File: src/rtl/dsl_rx_pkg.sv
package dsl_rx_pkg;

   typedef enum logic [1:0] {
      CC_FCT = 2'd0,
      CC_EOP = 2'd1,
      CC_EEP = 2'd2,
      CC_ESC = 2'd3
   } ctl_code_e;

   localparam int unsigned CTRL_LEN = 4;
   localparam int unsigned DATA_LEN = 10;

   typedef struct packed {
      logic       done;
      logic       is_ctl;
      logic [7:0] payload;
      logic       par_err;
   } asm_res_t;

endpackage

File: src/rtl/dsl_rx_assembler.sv
module dsl_rx_assembler
   import dsl_rx_pkg::*;
#(
   parameter int unsigned CHUNK = 1
) (
   input  logic             clk,
   input  logic             rst,
   input  logic             en,
   input  logic             stop,
   input  logic             bit_vld,
   input  logic [CHUNK-1:0] bit_in,
   output asm_res_t         res
);

   localparam int unsigned POS_W = $clog2(DATA_LEN);

   logic [POS_W-1:0] pos_q, pos_v;
   logic             ctl_q, ctl_v;
   logic             pacc_q, pacc_v;
   logic [7:0]       sh_q, sh_v;

   always_comb begin
      logic b;
      pos_v  = pos_q;
      ctl_v  = ctl_q;
      pacc_v = pacc_q;
      sh_v   = sh_q;
      res    = '0;
      b      = 1'b0;
      for (int i = 0; i < CHUNK; i++) begin
         if (bit_vld && !stop && !res.par_err) begin
            b = bit_in[i];
            if (pos_v == '0) begin
               pacc_v = pacc_v ^ b;
               pos_v  = POS_W'(1);
            end else if (pos_v == POS_W'(1)) begin
               if (!(pacc_v ^ b)) res.par_err = 1'b1;
               ctl_v  = b;
               pacc_v = 1'b0;
               pos_v  = POS_W'(2);
            end else begin
               pacc_v = pacc_v ^ b;
               sh_v   = {b, sh_v[7:1]};
               if (pos_v == (ctl_v ? POS_W'(CTRL_LEN-1) : POS_W'(DATA_LEN-1))) begin
                  res.done    = 1'b1;
                  res.is_ctl  = ctl_v;
                  res.payload = sh_v;
                  pos_v       = '0;
               end else begin
                  pos_v = pos_v + POS_W'(1);
               end
            end
         end
      end
   end

   always_ff @(posedge clk) begin
      if (rst || !en) begin
         pos_q  <= '0;
         ctl_q  <= 1'b0;
         pacc_q <= 1'b0;
         sh_q   <= '0;
      end else begin
         pos_q  <= pos_v;
         ctl_q  <= ctl_v;
         pacc_q <= pacc_v;
         sh_q   <= sh_v;
      end
   end

endmodule

File: src/rtl/dsl_rx_classifier.sv
module dsl_rx_classifier
   import dsl_rx_pkg::*;
(
   input  logic       clk,
   input  logic       rst,
   input  logic       en,
   input  logic       stop,
   input  asm_res_t   res,
   output logic       null_seen,
   output logic       fct_seen,
   output logic       nchar_vld,
   output logic       nchar_flag,
   output logic [7:0] nchar_byte,
   output logic       tcode_vld,
   output logic [1:0] tcode_ctrl,
   output logic [5:0] tcode_cnt,
   output logic       err_par,
   output logic       err_esc
);

   logic esc_q;

   always_ff @(posedge clk) begin
      if (rst || !en) begin
         esc_q      <= 1'b0;
         null_seen  <= 1'b0;
         fct_seen   <= 1'b0;
         nchar_vld  <= 1'b0;
         nchar_flag <= 1'b0;
         nchar_byte <= '0;
         tcode_vld  <= 1'b0;
         tcode_ctrl <= '0;
         tcode_cnt  <= '0;
         err_par    <= 1'b0;
         err_esc    <= 1'b0;
      end else begin
         null_seen <= 1'b0;
         fct_seen  <= 1'b0;
         nchar_vld <= 1'b0;
         tcode_vld <= 1'b0;
         err_par   <= 1'b0;
         err_esc   <= 1'b0;
         if (!stop) begin
            err_par <= res.par_err;
            if (res.done && res.is_ctl) begin
               if (esc_q) begin
                  esc_q <= 1'b0;
                  if (ctl_code_e'(res.payload[7:6]) == CC_FCT) null_seen <= 1'b1;
                  else                                          err_esc   <= 1'b1;
               end else begin
                  case (ctl_code_e'(res.payload[7:6]))
                     CC_FCT: fct_seen <= 1'b1;
                     CC_EOP: begin
                        nchar_vld  <= 1'b1;
                        nchar_flag <= 1'b1;
                        nchar_byte <= 8'h00;
                     end
                     CC_EEP: begin
                        nchar_vld  <= 1'b1;
                        nchar_flag <= 1'b1;
                        nchar_byte <= 8'h01;
                     end
                     default: esc_q <= 1'b1;
                  endcase
               end
            end else if (res.done) begin
               if (esc_q) begin
                  esc_q      <= 1'b0;
                  tcode_vld  <= 1'b1;
                  tcode_ctrl <= res.payload[7:6];
                  tcode_cnt  <= res.payload[5:0];
               end else begin
                  nchar_vld  <= 1'b1;
                  nchar_flag <= 1'b0;
                  nchar_byte <= res.payload;
               end
            end
         end
      end
   end

endmodule

File: src/rtl/dsl_rx_disc_timer.sv
module dsl_rx_disc_timer #(
   parameter int unsigned LIMIT = 85
) (
   input  logic clk,
   input  logic rst,
   input  logic en,
   input  logic stop,
   input  logic line_act,
   output logic err_disc
);

   localparam int unsigned CW = $clog2(LIMIT + 1);

   logic          armed_q;
   logic [CW-1:0] cnt_q;

   always_ff @(posedge clk) begin
      if (rst || !en) begin
         armed_q  <= 1'b0;
         cnt_q    <= '0;
         err_disc <= 1'b0;
      end else if (line_act) begin
         armed_q  <= 1'b1;
         cnt_q    <= '0;
         err_disc <= 1'b0;
      end else begin
         err_disc <= 1'b0;
         if (armed_q && !stop) begin
            cnt_q <= cnt_q + CW'(1);
            if (cnt_q == CW'(LIMIT - 1)) begin
               err_disc <= 1'b1;
               armed_q  <= 1'b0;
            end
         end
      end
   end

endmodule

File: src/rtl/dsl_rx_decoder.sv
module dsl_rx_decoder
   import dsl_rx_pkg::*;
#(
   parameter int unsigned CLK_HZ = 100_000_000,
   parameter int unsigned CHUNK  = 1
) (
   input  logic             clk,
   input  logic             rst,
   input  logic             rx_en,
   input  logic             line_act,
   input  logic             bit_vld,
   input  logic [CHUNK-1:0] bit_in,
   output logic             null_seen,
   output logic             fct_seen,
   output logic             nchar_vld,
   output logic             nchar_flag,
   output logic [7:0]       nchar_byte,
   output logic             tcode_vld,
   output logic [1:0]       tcode_ctrl,
   output logic [5:0]       tcode_cnt,
   output logic             err_disc,
   output logic             err_par,
   output logic             err_esc
);

   localparam int unsigned DISC_CYC =
      int'((64'(CLK_HZ) * 64'd85 + 64'd99_999_999) / 64'd100_000_000);

   if (CHUNK < 1 || CHUNK > 4) begin : g_bad_chunk
      $error("dsl_rx_decoder: CHUNK must lie in 1..4");
   end
   if (DISC_CYC < 2) begin : g_bad_clk
      $error("dsl_rx_decoder: CLK_HZ too low for the silence limit");
   end

   asm_res_t res;
   logic     halted_q;
   logic     stop;

   assign stop = halted_q | err_par | err_esc | err_disc;

   always_ff @(posedge clk) begin
      if (rst || !rx_en) halted_q <= 1'b0;
      else if (stop)     halted_q <= 1'b1;
   end

   dsl_rx_assembler #(.CHUNK(CHUNK)) u_asm (
      .clk     (clk),
      .rst     (rst),
      .en      (rx_en),
      .stop    (stop),
      .bit_vld (bit_vld),
      .bit_in  (bit_in),
      .res     (res)
   );

   dsl_rx_classifier u_cls (
      .clk        (clk),
      .rst        (rst),
      .en         (rx_en),
      .stop       (stop),
      .res        (res),
      .null_seen  (null_seen),
      .fct_seen   (fct_seen),
      .nchar_vld  (nchar_vld),
      .nchar_flag (nchar_flag),
      .nchar_byte (nchar_byte),
      .tcode_vld  (tcode_vld),
      .tcode_ctrl (tcode_ctrl),
      .tcode_cnt  (tcode_cnt),
      .err_par    (err_par),
      .err_esc    (err_esc)
   );

   dsl_rx_disc_timer #(.LIMIT(DISC_CYC)) u_disc (
      .clk      (clk),
      .rst      (rst),
      .en       (rx_en),
      .stop     (stop),
      .line_act (line_act),
      .err_disc (err_disc)
   );

endmodule

File: config.mk
export PLATFORM = sky130hd
export DESIGN_NAME = dsl_rx_decoder
export DESIGN_NICKNAME = d
export VERILOG_FILES = /design/src/rtl/dsl_rx_pkg.sv /design/src/rtl/dsl_rx_assembler.sv /design/src/rtl/dsl_rx_classifier.sv /design/src/rtl/dsl_rx_disc_timer.sv /design/src/rtl/dsl_rx_decoder.sv
export SDC_FILE = /design/constraint.sdc
export NUM_CORES = 1
export LEC_CHECK = 0
export ABC_AREA = 1
export ABC_CLOCK_PERIOD_IN_PS = 2500
export BUFFER_PORTS_ARGS = -buffer_cell sky130_fd_sc_hd__buf_2
export CORE_UTILIZATION = 56
export CTS_CLUSTER_SIZE = 30
export DETAILED_ROUTE_END_ITERATION = 8
export GPL_ROUTABILITY_DRIVEN = 0
export PLACE_DENSITY = 0.78
export SETUP_SLACK_MARGIN = 0.05
export SYNTH_ARGS = -nofsm -noshare
export SYNTH_HDL_FRONTEND = slang
export SYNTH_SLANG_ARGS = --single-unit
File: constraint.sdc
create_clock -name clk -period 2.5 [get_ports clk]
set_input_delay 0.125 -clock clk [delete_from_list [all_inputs] [get_ports clk]]
set_output_delay 0.125 -clock clk [all_outputs]
set_load 0.02 [all_outputs]
Yosys cells after proc, flatten, opt, wreduce, memory -nomap -nowiden
Index checks and enable logic that the tools add are counted.
{"block": "op_classes", "n_mux": 38, "n_addsub": 2, "n_bitwise": 12, "n_reduce_logical": 27, "eq_ne": 7}
{"cell": "$mux 8", "n": 4}
{"cell": "$mux 1", "n": 25}
{"cell": "$mux 11", "n": 2}
{"cell": "$mux 10", "n": 2}
{"cell": "$mux 4", "n": 4}
{"cell": "$pmux 8 s2", "n": 1}
{"cell": "$reduce_and 4->1", "n": 3}
{"cell": "$reduce_or 4->1", "n": 3}
{"cell": "$not 1->1", "n": 8}
{"cell": "$add 7x1->7 const B", "n": 1}
{"cell": "$eq 7x7->1 const B", "n": 1}
{"cell": "$reduce_and 3->1", "n": 2}
{"cell": "$reduce_bool 2->1", "n": 3}
{"cell": "$reduce_or 2->1", "n": 3}
{"cell": "$reduce_or 3->1", "n": 2}
{"cell": "$reduce_or 5->1", "n": 1}
{"cell": "$add 4x1->4 const B", "n": 1}
{"cell": "$eq 4x1->1 const B", "n": 1}
{"cell": "$eq 4x4->1", "n": 1}
{"cell": "$logic_not 4->1", "n": 1}
{"cell": "$reduce_and 2->1", "n": 2}
{"cell": "$logic_and 1x1->1", "n": 3}
{"cell": "$ne 3x3->1 const B", "n": 1}
{"cell": "$or 1x1->1", "n": 3}
{"cell": "other kinds (7)", "n": 8}
{"block": "word_totals", "input_bits": 6, "output_inout_bits": 24, "elab_cells": 105, "reg_bits": 48}

Longest topological paths before layout
{"block": "logic_depth", "ltp_word": 11, "depth_mapped": 14, "depth_no_buf": 13}

Modules after synthesis
Synthesis repeated with hierarchy kept, for this count alone.
{"block": "unflattened", "hier_cells": 307, "hier_area_um2": 2240.9}
{"mod": "dsl_rx_classifier", "cells_each": 137, "seq_area_each_um2": 480.5, "instances": 1, "area_each_um2": 1034.7}
{"mod": "dsl_rx_assembler", "cells_each": 99, "seq_area_each_um2": 260.2, "instances": 1, "area_each_um2": 710.7}
{"mod": "dsl_rx_disc_timer", "cells_each": 64, "seq_area_each_um2": 180.2, "instances": 1, "area_each_um2": 451.7}
{"mod": "dsl_rx_decoder", "cells_each": 7, "seq_area_each_um2": 20.0, "instances": 1, "area_each_um2": 43.8}

Worst setup path before layout
Ideal clock, no wire load.
{"block": "synth_path", "path_type": "reg-to-reg", "start": "register u_asm.pos_q[0]", "end": "register u_cls.nchar_byte[0]", "setup_time_ns": 0.064, "path_slack_ns": 0.244, "n_path_buf": 1, "arrival_time_ns": 2.192, "stages_incl_launch_ff": 15, "required_time_ns": 2.436, "period_less_slack_ns": 2.256, "path_cell_list": "dfxtp_1 -> inv_1 -> ha_1 -> nand2_1 -> nand2_1 -> nor2_4 -> clkbuf_8 -> nand3_1 -> ha_1 -> inv_1 -> nor2_1 -> nand4_1 -> nand3_1 -> nand2_1 -> nor2_1"}
{"block": "synth_between", "elab_chain_len": 9, "word_cells_on_any_way": 18, "cone_classes": "eq/ne (5); mux (9); reduce/logical (4)"}
{"item": "from (decl)", "line_no": "dsl_rx_assembler.sv:17", "text": "logic [POS_W-1:0] pos_q, pos_v;"}
{"item": "from (signal assigned)", "line_no": "dsl_rx_assembler.sv:64", "text": "pos_q <= pos_v;"}
{"item": "$eq 4x4->1", "line_no": "dsl_rx_assembler.sv:44", "text": "if (pos_v == (ctl_v ? POS_W'(CTRL_LEN-1) : POS_W'(DATA_LEN-1))) begin"}
{"item": "$mux 10", "line_no": "dsl_rx_assembler.sv:44"}
{"item": "$mux 10", "line_no": "dsl_rx_assembler.sv:36", "text": "end else if (pos_v == POS_W'(1)) begin"}
{"item": "$mux 11 *", "line_no": "dsl_rx_assembler.sv:33", "text": "if (pos_v == '0) begin"}
{"item": "$mux 11 *", "line_no": "dsl_rx_assembler.sv:31", "text": "if (bit_vld && !stop && !res.par_err) begin"}
{"item": "$eq 2x2->1 / $eq 2x1->1 (equally long branches)", "line_no": "dsl_rx_classifier.sv:51", "text": "case (ctl_code_e'(res.payload[7:6]))"}
{"item": "$pmux 8 s2", "line_no": "dsl_rx_classifier.sv:51"}
{"item": "$mux 8", "line_no": "dsl_rx_classifier.sv:46", "text": "if (esc_q) begin"}
{"item": "$mux 8", "line_no": "dsl_rx_classifier.sv:45", "text": "if (res.done && res.is_ctl) begin"}
{"item": "to (signal assigned)", "line_no": "dsl_rx_classifier.sv:75", "text": "nchar_byte <= res.payload;"}
{"item": "to (decl)", "line_no": "dsl_rx_classifier.sv:13", "text": "output logic [7:0] nchar_byte,"}
Mark *: on every way between the ends. The rest lies on a longest branch, timed or not. The select of a mux whose other input is x is not followed.
A chain may end at the register's enable or synchronous reset.

Worst setup path after layout
{"block": "layout_path", "start": "register u_asm.pos_q[0]", "end": "register u_cls.nchar_byte[7]"}
{"block": "layout_between", "elab_chain_len": 8, "word_cells_on_any_way": 16, "cone_classes": "eq/ne (5); mux (7); reduce/logical (4)"}
{"item": "$eq 4x4->1", "line_no": "dsl_rx_assembler.sv:44"}
{"item": "$mux 10", "line_no": "dsl_rx_assembler.sv:44"}
{"item": "$mux 10", "line_no": "dsl_rx_assembler.sv:36"}
{"item": "$mux 11 *", "line_no": "dsl_rx_assembler.sv:33"}
{"item": "$mux 11 *", "line_no": "dsl_rx_assembler.sv:31"}
{"item": "$eq 2x1->1, or another cell as far along", "line_no": "dsl_rx_classifier.sv:51"}
{"item": "$ne 3x3->1 (no line), or another cell as far along"}
{"item": "$reduce_and 4->1 (no line) / $mux 8 (equally long branches)"}
Marks and branches as above.

==> flow_summary.ini <==
[critical_path]
timing.rr.start = u_asm.pos_q[0]
cp-end-kind = register
path_delay_family = simple AND/OR/NAND/NOR gates
critPathBufInv = 3
crit_path_start_kind = register
path_cells = inv_1 -> ha_1 -> nand2_1 -> nand2_1 -> nor2_4 -> nand3_1 -> ha_4 -> inv_1 -> nor2_1 -> nand4_1 -> buf_4 -> nand3_1 -> nand2_1 -> nor2_1
slowest_stage = dfxtp_2
arrival_ns = 2.44
crit_start = u_asm.pos_q[0]
cp_common_cell = nand2_1
worst-path-max-fanout = 8
slowest_delay_ns = 0.37
worstPathRequired_ns = 2.74
critPathKind = register to register

[detailed_routing]
wl_mm = 4.614
drt_pass1_iterations = 5
via_count = 1975
initialDrtViolationCount = 148
ant_nets = 0
drc_errors = 0
via_per_inst = 5.130
routedWlPerCell_um = 11.98

[sta]
fmax_mhz = 454.7
max-slew-margin-rel = 0.6693
fin_crit_sh = 0.8796
timing_hold_violations_final = 0
tns_ns = 0
worst_slew_pin_slew_ns = 0.4945
rsz0062_at_grt = no
finalCriticalPeriod_ns = 2.199
finalSetupViolations = 0
setup_slack_ns = 0.3010
skew_ns = 0.006939
slew_viol_final = 0

[pwr]
p_leak_nw = 1.160
power_density_nw_per_um2 = 548.0
power_w = 0.001392
clkPwrFrac = 0.416
p_int_w = 0.001094
power_frac_comb = 0.042
seq_power_share = 0.542
p_sw_w = 0.0002977
p_sw_frac = 0.2139
peakVddDrop_v = 0.0003840

[die]
core_um2 = 3716
start_util = 0.5892
rows = 22
dieArea_um2 = 4164
die_height_um = 64.53
die_w_um = 64.53
ios = 30

[synth]
synth_edf_count = 0
ys_warn_count = 0
synthTopCellsByArea = dfxtp_1, nand2_1, nor2_1, inv_1, nand3_1
synth_cell_types = 28
syn_inst = 300
ys.flop_type = dfxtp_1
synth_top_area_share = 0.4297
synth_nets = 314
avgSynthCellArea_um2 = 7.299
yosysSeqAreaShare = 0.4297
yosys-top-cells-count = nand2_1, nor2_1, dfxtp_1, inv_1, nand3_1
yosysTopAreaCell = dfxtp_1
async_reset_ff_frac = 0
synthesis.area_um2 = 2190
ys_seq_elements = 47

[run_status]
status = finished clean

[clock_network]
cts_buffer_depth = 2
cts_tree = built
cts.sinks = 47
cts_buffers = 5
cts-root-buf = clkbuf_8
clock_latency_ns = 0.31
htreeDepth = 2
clk_pin_slew_ns = 0.08
hold_buffers = 0

[grt]
grt_pass1_wl_mm = 8.045
antenna_found_initial = 0
grt_max_degree = 26
grt_overflow_total = 0
grt_usage = 0.2501
grt_pass1_vias = 1825

[cells_and_area]
synthToLayoutAreaGrowth_pct = 16.00
drive_gt1_frac = 0.1780
nNetsFinal = 350
fillers = 323
diodes = 0
utilization = 0.6835

[min_path]
hold_start = line_act
holdCritPathClass = input port to register

[flow_run]
maxCapViolations = 0

[place]
hpwl_mm = 3.271
dpl_worst_slack_ns = 0.06695
port_buffers = 29
## sequential cells by signal, summed over array words and instances (netlist names)
name              count
u_asm.sh_q            7
u_cls.null_seen       1
u_cls.err_esc         1
u_cls.fct_seen        1
u_cls.tcode_ctrl      2
halted_q              1
u_cls.nchar_byte      8
u_cls.esc_q           1
u_asm.ctl_q           1
u_cls.tcode_vld       1
u_cls.nchar_vld       1
u_cls.tcode_cnt       6
u_asm.pacc_q          1
u_cls.nchar_flag      1
u_disc.cnt_q          7
u_asm.pos_q           4
u_disc.armed_q        1
u_disc.err_disc       1
u_cls.err_par         1
## repair_timing
| item | CTS | global route |
|---|---|---|
| pin swaps | 1 | 0 |
| endpoints found under the setup margin | 4 | 8 |
| resized for setup | 0 | 4 |
| buffers inserted | 0 | 1 |
## worst reg2reg max path: stages (launching register included)
cell and delay [ns]:
dfxtp_2 0.37, inv_1 0.08, ha_1 0.22, nand2_1 0.14, nand2_1 0.10, nor2_4 0.13
nand3_1 0.16, ha_4 0.31, inv_1 0.04, nor2_1 0.08, nand4_1 0.09, buf_4 0.19
nand3_1 0.08, nand2_1 0.05, nor2_1 0.10
## per-layer routing
layer / wire length [um] / GRT usage / vias up / part of all wire
li1: - / - / 1029 / -
met1: 2203 / 0.3301 / 885 / 0.48
met2: 2084 / 0.3882 / 51 / 0.45
met3: 224 / 0.06162 / 10 / 0.049
met4: 102 / 0.1028 / 0 / 0.022
met5: 0 / 0 / - / 0
## final cells by class
type / count / area (um^2) / share of cell area
Multi-Input combinational cell: 211 / 1090 / 0.4291
Sequential cell: 47 / 943.4 / 0.3714
Inverter: 35 / 131.4 / 0.05172
Clock inverter: 2 / 35.03 / 0.01379
Timing Repair Buffer: 36 / 197.7 / 0.07783
Tap cell: 48 / 60.06 / 0.02365
Clock buffer: 6 / 82.58 / 0.03251
## stage by stage
step / hold slack [ns] / area (um^2) / std cells
detailed placement: 0.3694 / 2395 / 376
global route: 0.05745 / 2540 / 385
floorplan: 0.2457 / 2190 / 300
finish: 0.04893 / 2540 / 385
CTS: 0.04865 / 2512 / 384
global placement: 0.3518 / 2395 / 376
## cells by family (layout without fill, tap and decap cells)
family                     count (synthesis)  count (layout)  synth area share
AOI/OAI and AO/OA                         35              35           0.08800
adders and majority gates                  8               8           0.04572
and+or+nand+nor                          163             163            0.3360
DFF                                       47              47            0.4297
xor gates and xnor gates                   5               5           0.02000
buffers and inverters                     42              79           0.08056
## cells in the final DEF, fill, tap and decap left out, types with 11 or more instances in the layout
master / Yosys / final
nand3_1: 22 / 21
buf_2: 1 / 29
o21ai_0: 11 / 11
nand2_1: 59 / 59
nor2_1: 59 / 59
inv_1: 33 / 33
a21oi_1: 21 / 21
dfxtp_1: 47 / 45
## power by group through the flow
stage          sequential [W]  clock [W]  combinational, W
2_1_floorplan        0.000771          0         0.0000413
3_3_place_gp         0.000772          0         0.0000567
3_5_place_dp         0.000772          0         0.0000575
4_1_cts              0.000754   0.000585         0.0000578
5_1_grt              0.000755   0.000623         0.0000664
6_report             0.000755   0.000579         0.0000588
## final timing paths
check	to	cells past startpoint	slack (ns)
hold reg to reg	u_cls.nchar_flag	2	0.45
setup / recovery	u_cls.nchar_byte[7]	14	0.30
setup reg to reg	u_cls.nchar_byte[7]	14	0.30
hold / removal	u_disc.armed_q	3	0.05
Power figures use the tool's default switching activity.
